**src/rtl/elu_pkg.sv**
```systemverilog
package elu_pkg;

  // Control byte geometry: channel c owns bits BASE + 3*c .. +2
  localparam int CTRL_W      = 8;
  localparam int CH_BASE     = 1;
  localparam int CH_STRIDE   = 3;
  localparam int OFS_EDGE    = 0;
  localparam int OFS_EN      = 1;
  localparam int OFS_CLR     = 2;

  // Status word geometry
  localparam int STAT_W      = 8;
  localparam int STAT_HS_BIT = 3;

  typedef struct packed {
    logic rise_sel;  // 1: rising edge sets, 0: falling edge sets
    logic irq_en;    // 1: interrupt line follows latch
  } chan_cfg_t;

  function automatic int bit_pos(input int ch, input int ofs);
    return CH_BASE + CH_STRIDE * ch + ofs;
  endfunction

endpackage

```
**src/rtl/elu_sync_edge.sv**
```systemverilog
module elu_sync_edge #(
  parameter int STAGES = 2
) (
  input  logic clk,
  input  logic rst,
  input  logic pin,
  output logic rise,
  output logic fall
);

  logic [STAGES-1:0] sync_q;
  logic              prev_q;

  always_ff @(posedge clk) begin
    if (rst) begin
      sync_q <= '0;
      prev_q <= 1'b0;
    end else begin
      sync_q <= {sync_q[STAGES-2:0], pin};
      prev_q <= sync_q[STAGES-1];
    end
  end

  assign rise =  sync_q[STAGES-1] & ~prev_q;
  assign fall = ~sync_q[STAGES-1] &  prev_q;

endmodule

```
**src/rtl/elu_ctrl_reg.sv**
```systemverilog
module elu_ctrl_reg
  import elu_pkg::*;
#(
  parameter int NCH = 2
) (
  input  logic              clk,
  input  logic              rst,
  input  logic              we,
  input  logic [CTRL_W-1:0] wdata,
  output chan_cfg_t [NCH-1:0] cfg_q,
  output logic [NCH-1:0]    clr_stb
);

  for (genvar c = 0; c < NCH; c++) begin : g_ch
    localparam int P_EDGE = bit_pos(c, OFS_EDGE);
    localparam int P_EN   = bit_pos(c, OFS_EN);
    localparam int P_CLR  = bit_pos(c, OFS_CLR);

    always_ff @(posedge clk) begin
      if (rst) begin
        cfg_q[c] <= '0;
      end else if (we) begin
        cfg_q[c].rise_sel <= wdata[P_EDGE];
        cfg_q[c].irq_en   <= wdata[P_EN];
      end
    end

    // Strobe exists only during the write cycle
    assign clr_stb[c] = we & wdata[P_CLR];
  end

endmodule

```
**src/rtl/elu_latch_chan.sv**
```systemverilog
module elu_latch_chan
  import elu_pkg::*;
(
  input  logic      clk,
  input  logic      rst,
  input  logic      rise,
  input  logic      fall,
  input  chan_cfg_t cfg,
  input  logic      clr,
  output logic      set_pulse,
  output logic      latch_q,
  output logic      irq_n_q
);

  assign set_pulse = cfg.rise_sel ? rise : fall;

  always_ff @(posedge clk) begin
    if (rst) begin
      latch_q <= 1'b0;
    end else if (set_pulse) begin
      latch_q <= 1'b1;   // edge beats a simultaneous clear
    end else if (clr) begin
      latch_q <= 1'b0;
    end
  end

  always_ff @(posedge clk) begin
    if (rst) irq_n_q <= 1'b1;
    else     irq_n_q <= ~(cfg.irq_en & latch_q);
  end

endmodule

```
**src/rtl/edge_irq_latch_unit.sv**
```systemverilog
module edge_irq_latch_unit
  import elu_pkg::*;
#(
  parameter int SYNC_STAGES = 2
) (
  input  logic              clk,
  input  logic              rst,
  input  logic              ctrl_we,
  input  logic [CTRL_W-1:0] ctrl_wdata,
  input  logic              hsync_pin,
  input  logic              pwr_pin,
  output logic              hsync_irq_n,
  output logic              pwr_irq_n,
  output logic [STAT_W-1:0] status_rdata
);

  localparam int NCH = 2;

  logic [NCH-1:0]       pins;
  logic [NCH-1:0]       rise;
  logic [NCH-1:0]       fall;
  logic [NCH-1:0]       clr_stb;
  logic [NCH-1:0]       set_pulse;
  logic [NCH-1:0]       latch_q;
  logic [NCH-1:0]       irq_n_q;
  chan_cfg_t [NCH-1:0]  cfg_q;

  assign pins = {pwr_pin, hsync_pin};

  elu_ctrl_reg #(.NCH(NCH)) u_ctrl (
    .clk     (clk),
    .rst     (rst),
    .we      (ctrl_we),
    .wdata   (ctrl_wdata),
    .cfg_q   (cfg_q),
    .clr_stb (clr_stb)
  );

  for (genvar c = 0; c < NCH; c++) begin : g_chan
    elu_sync_edge #(.STAGES(SYNC_STAGES)) u_sync (
      .clk  (clk),
      .rst  (rst),
      .pin  (pins[c]),
      .rise (rise[c]),
      .fall (fall[c])
    );

    elu_latch_chan u_latch (
      .clk       (clk),
      .rst       (rst),
      .rise      (rise[c]),
      .fall      (fall[c]),
      .cfg       (cfg_q[c]),
      .clr       (clr_stb[c]),
      .set_pulse (set_pulse[c]),
      .latch_q   (latch_q[c]),
      .irq_n_q   (irq_n_q[c])
    );
  end

  assign hsync_irq_n = irq_n_q[0];
  assign pwr_irq_n   = irq_n_q[1];

  always_comb begin
    status_rdata              = '0;
    status_rdata[STAT_HS_BIT] = latch_q[0];
  end

endmodule

```
**config.mk**
```make
export PLATFORM = sky130hd
export DESIGN_NAME = edge_irq_latch_unit
export DESIGN_NICKNAME = d
export VERILOG_FILES = /design/src/rtl/elu_pkg.sv /design/src/rtl/elu_sync_edge.sv /design/src/rtl/elu_ctrl_reg.sv /design/src/rtl/elu_latch_chan.sv /design/src/rtl/edge_irq_latch_unit.sv
export SDC_FILE = /design/constraint.sdc
export NUM_CORES = 1
export LEC_CHECK = 0
export ABC_CLOCK_PERIOD_IN_PS = 1300
export BUFFER_PORTS_ARGS = -buffer_cell sky130_fd_sc_hd__buf_2
export CAP_MARGIN = 25
export CORE_AREA = 3 3 40 42
export CTS_CLUSTER_SIZE = 28
export DETAILED_ROUTE_END_ITERATION = 16
export DIE_AREA = 0 0 43 45
export PLACE_DENSITY = 0.8
export SETUP_SLACK_MARGIN = 0.5
export SYNTH_ARGS = -nofsm -noshare
export SYNTH_HDL_FRONTEND = slang
export SYNTH_SLANG_ARGS = --single-unit
```
**constraint.sdc**
```tcl
create_clock -name clk -period 1.3 [get_ports clk]
set_clock_uncertainty 0.15 [all_clocks]
set_input_delay 0 -clock clk [delete_from_list [all_inputs] [get_ports clk]]
set_output_delay 0 -clock clk [all_outputs]
set_load 0.005 [all_outputs]
```
==> results <==
- Relative to the synthesized area, the layout overhead comes to 23.8%.
- Of all nets on the critical path, the largest fanout is 2.
- The net switching component of the power is 0.173 mW.
- Cell internal power was estimated by the tool at 0.657 mW.
- The overall die area is 1940 sq um.
- The layout filler cell count is 126.
- The worst ir drop on vdd is 0.000748 V.
- Setup total negative slack on the finished layout was measured at 0 ns.
- The per-cell via count in the routed design is 4.35.
- The Yosys step of the flow raised 0 warnings.
- The startpoint of the tightest hold check path is ctrl_wdata[5].
- At the end of routability-driven placement, the weighted congestion stood at 0.644.
- The cell sitting at the root of the clock tree is a sky130_fd_sc_hd__clkbuf_4.
- In the final routing, the length of wire on met1 measures 312 um.
- The number of nets in the layout is 80.
- Before antenna repair, the detailed router went through 2 iterations.
- The power density normalized to cell area is 1270 nW/um^2.
- The via count of the first global-routing pass came to 291.
- In this run the vertical extent of the chip is 45 um.
- In this design, the stage delay of the slowest critical-path cell is 0.36 ns.
- The total of flip-flops plus latches after synthesis is 14.
- The final number of hold-violating endpoints is 14.
- By area the synthesized netlist is led by sky130_fd_sc_hd__dfxtp_1 53%, sky130_fd_sc_hd__buf_4 11%, sky130_fd_sc_hd__mux2i_1 7.6%.
- TritonCTS built the clock tree.
- The worst hold-check path type is input pin to flip-flop.
- After floorplanning, the core was divided into 13 placement rows.
- The final cycle utilization of the critical path is 0.792.
- The combinational fraction of design power is 0.081.
- The total DRC errors in the routed layout is 0.
- The share of synthesized area in the top cell type comes to 0.532.
- For this block, the routed nets add up to 839 um of wire.
- The source-to-sink clock delay at the later pin of the worst-skew pair is 0.28 ns.
- The post-synthesis cell count is 49.
- The largest total area in the synthesized netlist belongs to sky130_fd_sc_hd__dfxtp_1.
- For this configuration, the core starts out at a cell density of 0.410.
- The share of the Yosys chip area taken by registers is 0.532.
- The final count of pins violating max slew came to 0.
- The startpoint of the worst setup timing path is g_chan[1].u_sync.sync_q[1].
- The number of max-capacitance violations reported is 0.
- The total global routing track utilization is 0.0916.
- In the detailed route, the total length drawn on met3 is 107 um.
- The run finished, with violations left.
- Setup repair after global routing could not meet its margin everywhere.
- The initial antenna violation count is 0.
- The number of top-level design ports is 23.
- The startpoint of the most critical register-to-register path is g_chan[1].u_sync.sync_q[1].
- Dividing the detail-routed wire length by the instance count gives 10.4 um.
- After detailed routing, the met2 layer carries 412 um of wire.
- Subtracting the final worst setup slack from the clock period gives 1.03 ns.
- The switching power share of the total is 0.208.
- The peak clock frequency supported by timing is 0.971 GHz.
- The first global-routing pass estimated 1220 um of wire.
- The repair_antennas step left the layout with diodes totalling 0.
- The total of hold buffers inserted after clock tree synthesis is 2.
- The tree built by TritonCTS fans out to 14 sinks.
- Buffers inserted during clock tree synthesis total 3.
- Dividing the synthesized area by the synthesized cell count gives 10.8 sq um.
- The floorplan step set the die width to 43 um.
- Clock-pin slew was measured on the worst setup and hold paths at 0.08 ns.
- In the final layout, the share of cells above drive strength 1 is 0.409.
- The number of I/O port buffers is 13.
- The final reports fail on negative hold slack.
- Entering global routing, the biggest net connects 15 pins.
- In this run the number of H-tree levels came out at 1.
- The nature of the critical path endpoint is a flip-flop.
- For this block, the initial DRC count from the detailed router was 2.
- No sink is reached through more buffers than the 2 on the longest clock path.
- The number of distinct standard cells referenced by the synthesized netlist is 11.
- Detailed routing inserted a total of 352 vias.
- The slowest stage cell on the critical path is sky130_fd_sc_hd__or3b_1.
- The topmost layer with routed signal wires is met4.
- Across the whole layout, storage elements account for 287 sq um.
- The synthesized netlist occupies a cell area of 527 sq um.
- Final hold analysis gives a worst-case slack of -0.193 ns.
- The data required time of the critical path is 1.36 ns.
- Of the total power, the clock network draws 0.369.
- Setup violations remaining at the end of the flow were counted as 0.
- The part of the power in registers is 0.550.
- Power comes to 0.829 mW.
- The worst setup path is launched from a flip-flop.
- Data arrives at the worst endpoint at 1.09 ns.
- Summed over all layers, the global routing overflow is 0.
- The critical path goes through or3b_1, a31oi_1.
- The standard cell core area is 1280 sq um.
- In this run the static leakage power is 0.287 nW.
- Summing all multi-input logic gate instances after layout gives 203 sq um.
- The critical path is of the flip-flop to flip-flop type.
- In this run the remaining antenna-violating nets after routing total 0.
==> cells by family (layout without fill, tap and decap cells) <==
family / Yosys count / count (layout) / share of synthesized area
AO/OA/AOI/OAI: 4 / 4 / 0.0618
AND/OR/NAND/NOR: 16 / 16 / 0.190
multiplexers: 4 / 4 / 0.0760
buffers and inverters: 10 / 21 / 0.133
flip-flops: 14 / 14 / 0.532
other: 1 / 7 / 0.00712
==> state kept, by name, indices dropped and copies added (netlist names) <==
| name | flops |
|---|---|
| g_chan.u_latch.irq_n_q | 2 |
| g_chan.u_latch.latch_q | 2 |
| g_chan.u_sync.prev_q | 2 |
| g_chan.u_sync.sync_q | 4 |
| u_ctrl.cfg_q | 4 |
==> metrics by stage <==
step | std cells | area [sq um] | util | hold slack (ns) | setup WS, ns
after floorplan | 55 | 549 | - | -0.0784 | 0.321
after global placement | 73 | 563 | 0.438 | 0.0622 | 0.307
after detailed placement | 73 | 563 | 0.438 | 0.0687 | 0.291
after CTS | 80 | 628 | 0.489 | -0.199 | 0.276
after global routing | 81 | 652 | 0.507 | -0.187 | 0.229
final | 81 | 652 | 0.507 | -0.193 | 0.270
==> power by group through the flow <==
stage	clock (mW)	sequential, mW	combinational [mW]
after floorplan	0	0.462	0.0512
after global placement	0	0.463	0.0517
after detailed placement	0	0.465	0.0536
after CTS	0.318	0.454	0.0602
after global routing	0.329	0.458	0.0751
final	0.306	0.456	0.0672
==> worst paths after layout <==
check | end | slack [ns] | cells after the start
setup / recovery | g_chan[1].u_latch.latch_q | 0.27 | 2
hold / removal | u_ctrl.cfg_q[2] | -0.19 | 3
setup reg to reg | g_chan[1].u_latch.latch_q | 0.27 | 2
hold reg to reg | g_chan[1].u_latch.irq_n_q | 0.25 | 1
==> final cells by class <==
class	count	area share
tap	15	0.0288
multi-input combinational	31	0.311
timing repair buffer	17	0.165
sequential	14	0.440
clock buffer	4	0.0557
==> repair_timing <==
item,in CTS,in global routing
gates cloned,0,0
gates resized for setup,1,7
hold endpoints to repair,14,13
endpoints found under the setup margin,5,9
pin swaps,0,2
setup buffers,1,1
==> critical path: cells and delay by family (launching register included) <==
family,cells,cell delay (ns)
flops,1,0.33
compound gates,1,0.12
simple gates,1,0.36
==> cells in the mapped netlist (all sizes together) <==
cell type and count:
buf 10, nand3b 4, dfxtp 14, a31oi 2
mux2i 4, conb 1, or3b 2, nor2 4
a21bo 2, nor2b 6
==> cell usage in the layout (no fill, tap or decap) <==
cell type,netlist,routed
sky130_fd_sc_hd__conb_1,1,7
sky130_fd_sc_hd__or3b_1,2,2
sky130_fd_sc_hd__dfxtp_2,0,5
sky130_fd_sc_hd__nor2_1,4,4
sky130_fd_sc_hd__clkbuf_4,0,3
sky130_fd_sc_hd__dfxtp_1,14,9
sky130_fd_sc_hd__mux2i_1,4,3
sky130_fd_sc_hd__nor2b_1,6,6
sky130_fd_sc_hd__buf_2,2,13
sky130_fd_sc_hd__dlygate4sd3_1,0,2
sky130_fd_sc_hd__a31oi_1,2,2
sky130_fd_sc_hd__mux2i_2,0,1
sky130_fd_sc_hd__buf_6,0,2
sky130_fd_sc_hd__clkbuf_8,0,1
sky130_fd_sc_hd__nand3b_1,4,4
sky130_fd_sc_hd__a21bo_2,2,2
==> per-layer routing <==
layer	global-route usage	up-vias
met4	0.0542	0
met1	0.0842	154
li1	-	178
met2	0.150	18
met3	0.0637	2
met5	0	-
No activity file was read; power rests on OpenSTA's default activity.
